File: src/rtl/ioc_pkg.sv
package ioc_pkg;

    typedef enum logic [1:0] {
        DRV_PP_LOW  = 2'd0,
        DRV_PP_HIGH = 2'd1,
        DRV_OPEN    = 2'd2
    } drv_mode_e;

    function automatic drv_mode_e pick_mode(input logic open_drain, input logic high);
        if (open_drain)
            return DRV_OPEN;
        else if (high)
            return DRV_PP_HIGH;
        else
            return DRV_PP_LOW;
    endfunction

endpackage

File: src/rtl/ioc_detect.sv
module ioc_detect #(
    parameter int WIDTH = 8
) (
    input  logic             clk,
    input  logic             rst_n,
    input  logic [WIDTH-1:0] pin_raw,
    input  logic [WIDTH-1:0] pol_inv,
    input  logic [WIDTH-1:0] dir,
    input  logic [WIDTH-1:0] en,
    input  logic [WIDTH-1:0] def_val,
    input  logic [WIDTH-1:0] mode,
    output logic [WIDTH-1:0] adj_val,
    output logic [WIDTH-1:0] hit
);

    logic [WIDTH-1:0] ref_d, ref_q;

    // polarity is applied once, shared by compare and capture
    assign adj_val = pin_raw ^ pol_inv;

    generate
        for (genvar i = 0; i < WIDTH; i++) begin : g_bit
            logic mism;
            assign mism   = mode[i] ? (adj_val[i] != def_val[i])
                                    : (adj_val[i] != ref_q[i]);
            assign hit[i] = dir[i] & en[i] & mism;
        end
    endgenerate

    always_comb begin
        ref_d = adj_val;
    end

    always_ff @(posedge clk) begin
        if (!rst_n)
            ref_q <= '0;
        else
            ref_q <= ref_d;
    end

    // a pin held in edge mode with no change cannot keep firing
    assert_edge_once_R3: assert property (@(posedge clk) disable iff (!rst_n)
        (mode[0] == 1'b0 && $stable(pin_raw) && $stable(pol_inv) && $past(rst_n))
            |-> !hit[0]);

endmodule

File: src/rtl/ioc_capture.sv
module ioc_capture #(
    parameter int WIDTH = 8
) (
    input  logic             clk,
    input  logic             rst_n,
    input  logic [WIDTH-1:0] hit,
    input  logic [WIDTH-1:0] adj_val,
    input  logic             clr_rd,
    output logic [WIDTH-1:0] flags,
    output logic [WIDTH-1:0] capture,
    output logic             active
);

    typedef struct packed {
        logic [WIDTH-1:0] flg;
        logic [WIDTH-1:0] cap;
        logic             act;
    } cap_state_t;

    cap_state_t st_d, st_q;

    always_comb begin
        st_d = st_q;
        if (clr_rd || !st_q.act) begin
            // idle or cleared: a fresh interrupt starts only from live conditions
            st_d.flg = hit;
            st_d.act = |hit;
            if (|hit)
                st_d.cap = adj_val;
        end else begin
            st_d.flg = st_q.flg | hit;
        end
    end

    always_ff @(posedge clk) begin
        if (!rst_n)
            st_q <= '0;
        else
            st_q <= st_d;
    end

    assign flags   = st_q.flg;
    assign capture = st_q.cap;
    assign active  = st_q.act;

    assert_cap_hold_R5: assert property (@(posedge clk) disable iff (!rst_n)
        (st_q.act && !clr_rd) |=> $stable(st_q.cap));

    assert_flags_keep_R5: assert property (@(posedge clk) disable iff (!rst_n)
        (st_q.act && !clr_rd) |=> ((st_q.flg & $past(st_q.flg)) == $past(st_q.flg)) && st_q.act);

    assert_clear_R6: assert property (@(posedge clk) disable iff (!rst_n)
        (clr_rd && hit == '0) |=> (!st_q.act && st_q.flg == '0));

    assert_flag_pending_R9: assert property (@(posedge clk) disable iff (!rst_n)
        (st_q.flg != '0) |-> st_q.act);

endmodule

File: src/rtl/ioc_drive.sv
module ioc_drive
    import ioc_pkg::*;
(
    input  logic active,
    input  logic od_mode,
    input  logic act_high,
    output logic irq_out,
    output logic irq_oe
);

    drv_mode_e dm;

    always_comb begin
        dm = pick_mode(od_mode, act_high);
        unique case (dm)
            DRV_OPEN: begin
                irq_out = 1'b0;
                irq_oe  = active;
            end
            DRV_PP_HIGH: begin
                irq_out = active;
                irq_oe  = 1'b1;
            end
            default: begin
                irq_out = ~active;
                irq_oe  = 1'b1;
            end
        endcase
    end

endmodule

File: src/rtl/ioc_ctrl.sv
module ioc_ctrl #(
    parameter int WIDTH = 8
) (
    input  logic             clk,
    input  logic             rst_n,
    input  logic [WIDTH-1:0] pin_in,
    input  logic [WIDTH-1:0] dir,
    input  logic [WIDTH-1:0] pol_inv,
    input  logic [WIDTH-1:0] irq_en,
    input  logic [WIDTH-1:0] def_val,
    input  logic [WIDTH-1:0] cmp_mode,
    input  logic             od_mode,
    input  logic             act_high,
    input  logic             clr_rd,
    output logic [WIDTH-1:0] port_val,
    output logic [WIDTH-1:0] flags,
    output logic [WIDTH-1:0] capture,
    output logic             irq_active,
    output logic             irq_out,
    output logic             irq_oe
);

    logic [WIDTH-1:0] hit;

    ioc_detect #(.WIDTH(WIDTH)) u_detect (
        .clk     (clk),
        .rst_n   (rst_n),
        .pin_raw (pin_in),
        .pol_inv (pol_inv),
        .dir     (dir),
        .en      (irq_en),
        .def_val (def_val),
        .mode    (cmp_mode),
        .adj_val (port_val),
        .hit     (hit)
    );

    ioc_capture #(.WIDTH(WIDTH)) u_capture (
        .clk     (clk),
        .rst_n   (rst_n),
        .hit     (hit),
        .adj_val (port_val),
        .clr_rd  (clr_rd),
        .flags   (flags),
        .capture (capture),
        .active  (irq_active)
    );

    ioc_drive u_drive (
        .active   (irq_active),
        .od_mode  (od_mode),
        .act_high (act_high),
        .irq_out  (irq_out),
        .irq_oe   (irq_oe)
    );

    assert_src_inputs_R1: assert property (@(posedge clk) disable iff (!rst_n)
        (!irq_active || clr_rd) |=> ((flags & ~$past(dir & irq_en)) == '0));

    assert_open_drain_R8: assert property (@(posedge clk) disable iff (!rst_n)
        od_mode |-> (irq_out == 1'b0 && irq_oe == irq_active));

    assert_push_pull_R8: assert property (@(posedge clk) disable iff (!rst_n)
        !od_mode |-> (irq_oe && (irq_out == (act_high == irq_active))));

endmodule

File: config.mk
export PLATFORM = sky130hd
export DESIGN_NAME = ioc_ctrl
export DESIGN_NICKNAME = d
export VERILOG_FILES = /design/src/rtl/ioc_pkg.sv /design/src/rtl/ioc_detect.sv /design/src/rtl/ioc_capture.sv /design/src/rtl/ioc_drive.sv /design/src/rtl/ioc_ctrl.sv
export SDC_FILE = /design/constraint.sdc
export NUM_CORES = 1
export LEC_CHECK = 0
export BUFFER_PORTS_ARGS = -buffer_cell sky130_fd_sc_hd__buf_4
export CAP_MARGIN = 10
export CELL_PAD_IN_SITES_DETAIL_PLACEMENT = 0
export CELL_PAD_IN_SITES_GLOBAL_PLACEMENT = 1
export CORE_ASPECT_RATIO = 2
export CORE_MARGIN = 5
export CORE_UTILIZATION = 32
export DETAILED_ROUTE_END_ITERATION = 10
export PLACE_DENSITY_LB_ADDON = 0.1
export SKIP_LAST_GASP = 1
export SLEW_MARGIN = 20
export SYNTH_ARGS = -nofsm -noshare
export SYNTH_HDL_FRONTEND = slang
export SYNTH_HIERARCHICAL = 1
export SYNTH_SLANG_ARGS = --single-unit
File: constraint.sdc
create_clock -name clk -period 4.45 [get_ports clk]
set_clock_uncertainty 0.05 [all_clocks]
set_input_delay 0.89 -clock clk [delete_from_list [all_inputs] [get_ports clk]]
set_output_delay 0.89 -clock clk [all_outputs]
set_load 0.02 [all_outputs]
==> impl_metrics.toml <==
[global_routing]
grt_max_degree = 34
grt.overflow.total = 0
grt_pass1_wl_mm = 5.04
groute.usage.overall = 0.126
grt_pass1_vias = 1164
antenna_found_initial = 0

[power_and_ir_drop]
finalPower_mw = 0.605
powerDensity_nw_per_um2 = 315
power_leakage_nw = 0.928
ir_drop_v = 0.000210

[finish]
post-route-util = 0.505
nFillCells = 381
syn2layout_area_growth_pct = 54.9
antenna_cells = 0
drive_gt1_frac = 0.518
nNetsFinal = 251

[setup_path]
critPathMostFrequentCell = "buf_4"
cp_max_fo = 4
path_cells = "buf_4, xor2_2, buf_4"
cp.arrival_ns = 1.45
crit_family = "buffers and inverters"
cp_slowest_cell = "xor2_2"
worst_setup_path_start_kind = "input port"
critical_path_class = "input port to output port"
critPathBufInv = 2
r2r_slack_ns = 2.82
r2r_end = "u_capture/capture[2]"
regToRegStartpoint = "u_detect/ref_q[1]"
critPathRequiredTime_ns = 3.51
critPathMaxStageDelay_ns = 0.25
endpoint_kind = "output port"
ff2ff_path_depth = 6

[hold_path]
holdCritPathClass = "flip-flop to flip-flop"
min_path_cells = 2
min_to = "u_capture/capture[5]"
hold_start = "u_capture/capture[5]"

[logic_synthesis]
synth_ff_type = "dfxtp_1"
ys_ff_latch = 25
ys_seq_area_frac = 0.404
synth_nets = 171
yosysWarnings = 6
synth_edf_count = 0
synth_top_area_share = 0.404
synth_common_cells = "25 x dfxtp_1, 17 x nand2_1, 16 x mux2i_1"
syn_area_um2 = 1240
ys_types = 17
async_flop_share = 0
syn_inst = 118
synth_top_cells_by_area = "dfxtp_1 40%, mux2i_1 13%, xor2_2 11%, xnor2_1 5.7%, nand2_1 5.2%"
avgSynthCellArea_um2 = 10.5
yosysMostFrequentCell = "dfxtp_1"
yosysTopAreaCell = "dfxtp_1"

[timing]
worst_slew_pin_slew_ns = 0.831
rsz0062_at_grt = "no"
fin_crit_sh = 0.537
slew_headroom = 0.445
tns_ns = 0
finalSetupViolCount = 0
clock.fmax_ghz = 0.419
holdWs_ns = 0.415
drv_slew = 0
hold_viol = 0
worst_slack_ns = 2.06
fin_crit_ns = 2.39

[floorplan]
die_area_um2 = 5290
ios = 80
die_w_um = 54.0
start_util = 0.326
coreArea_um2 = 3800
dieHeight_um = 98.0
num_rows = 32

[place]
hpwl_mm = 2.62
gp_congestion = 0.732
place_ws_ns = 1.96
io_buffers = 79

[clock_tree]
cts_buffers = 3
hold_buffers = 0
htreeDepth = 1
clk_latency_ns = 0.26
cts_resized = 0
clockBufferDepth = 2
postCtsSetupBuffers = 0
path_clk_slew_ns = 0.09
clock-root-buffer = "clkbuf_8"
cts_tree = "built"
cts_num_sinks = 25

[route]
drt-initial-drc-count = 5
ant_nets = 0
num_vias = 1056
drc_errors = 0
wl_per_cell_um = 12.5
wl_mm = 3.11
viasPerCell = 4.26
drtPass1Iterations = 4

[status]
status = "finished, final reports clean"

[flow_run]
max-cap-violations = 0
==> power breakdown <==
part / switching [mW] / internal [mW] / total, mW
Clock: 0.0702 / 0.0625 / 0.133
Sequential: 0.0112 / 0.246 / 0.258
Combinational: 0.103 / 0.111 / 0.215
==> state kept, by name, summed over array words and instances, names as in the netlist <==
signal	flops
u_capture/capture	8
u_capture/flags	8
u_detect/ref_q	8
u_capture/active	1
==> final cells by class <==
class                      count  area (µm²)  share of cell area
timing repair buffer          79         593               0.309
multi-input combinational     89         716               0.373
tap                           51        63.8              0.0332
clock inverter                 1        5.00             0.00261
clock buffer                   3        41.3              0.0215
sequential                    25         500               0.261
==> cells in the final DEF, fill, tap and decap left out, types with 2 or more instances in the layout <==
| master | n |
|---|---|
| and2_2 | 8 |
| mux2i_1 | 16 |
| a21oi_1 | 8 |
| nor2b_1 | 9 |
| buf_4 | 79 |
| nand2_1 | 17 |
| dfxtp_1 | 25 |
| and3_1 | 8 |
| xnor2_1 | 8 |
| xor2_2 | 8 |
| nor4_4 | 2 |
| clkbuf_8 | 3 |
==> per-stage QoR <==
stage          instances  area (µm²)
3_3_place_gp         244        1870
4_1_cts              248        1920
6_report             248        1920
5_1_grt              248        1920
2_1_floorplan        118        1240
3_5_place_dp         244        1870
==> worst max-delay path by stage <==
stage                from                    to  cells after the start
4_1_cts        pol_inv[7]           port_val[7]                      3
3_3_place_gp   pol_inv[2]  u_capture/capture[6]                      7
2_1_floorplan  pol_inv[6]  u_capture/capture[0]                      6
6_report       pol_inv[0]           port_val[0]                      3
5_1_grt        pol_inv[0]           port_val[0]                      3
3_5_place_dp   pol_inv[2]  u_capture/capture[2]                      7
==> metal layers <==
metal | global-route usage | vias up | routed length [µm]
li1 | - | 539 | -
met1 | 0.133 | 474 | 1060
met2 | 0.229 | 41 | 1790
met3 | 0.0305 | 2 | 237
met4 | 0.0403 | 0 | 19
met5 | 0 | - | 0
==> cells by family (layout without fill, tap and decap cells) <==
kind of cell           after synthesis  in the layout  synth area share
AND/OR/NAND/NOR                     46             46             0.228
flip-flops                          25             25             0.404
XOR/XNOR                            17             17             0.169
multiplexers                        16             16             0.129
AO/OA/AOI/OAI                       10             10            0.0515
buffers and inverters                4             83            0.0182
==> worst reg2reg max path: cells and delay by family (launching register included) <==
kind             cells  cell delay (ns)
XOR/XNOR             1             0.09
AO/OA/AOI/OAI        1             0.17
multiplexers         2             0.32
AND/OR/NAND/NOR      2             0.57
flip-flops           1             0.31
No activity file was read; power rests on OpenSTA's default activity.
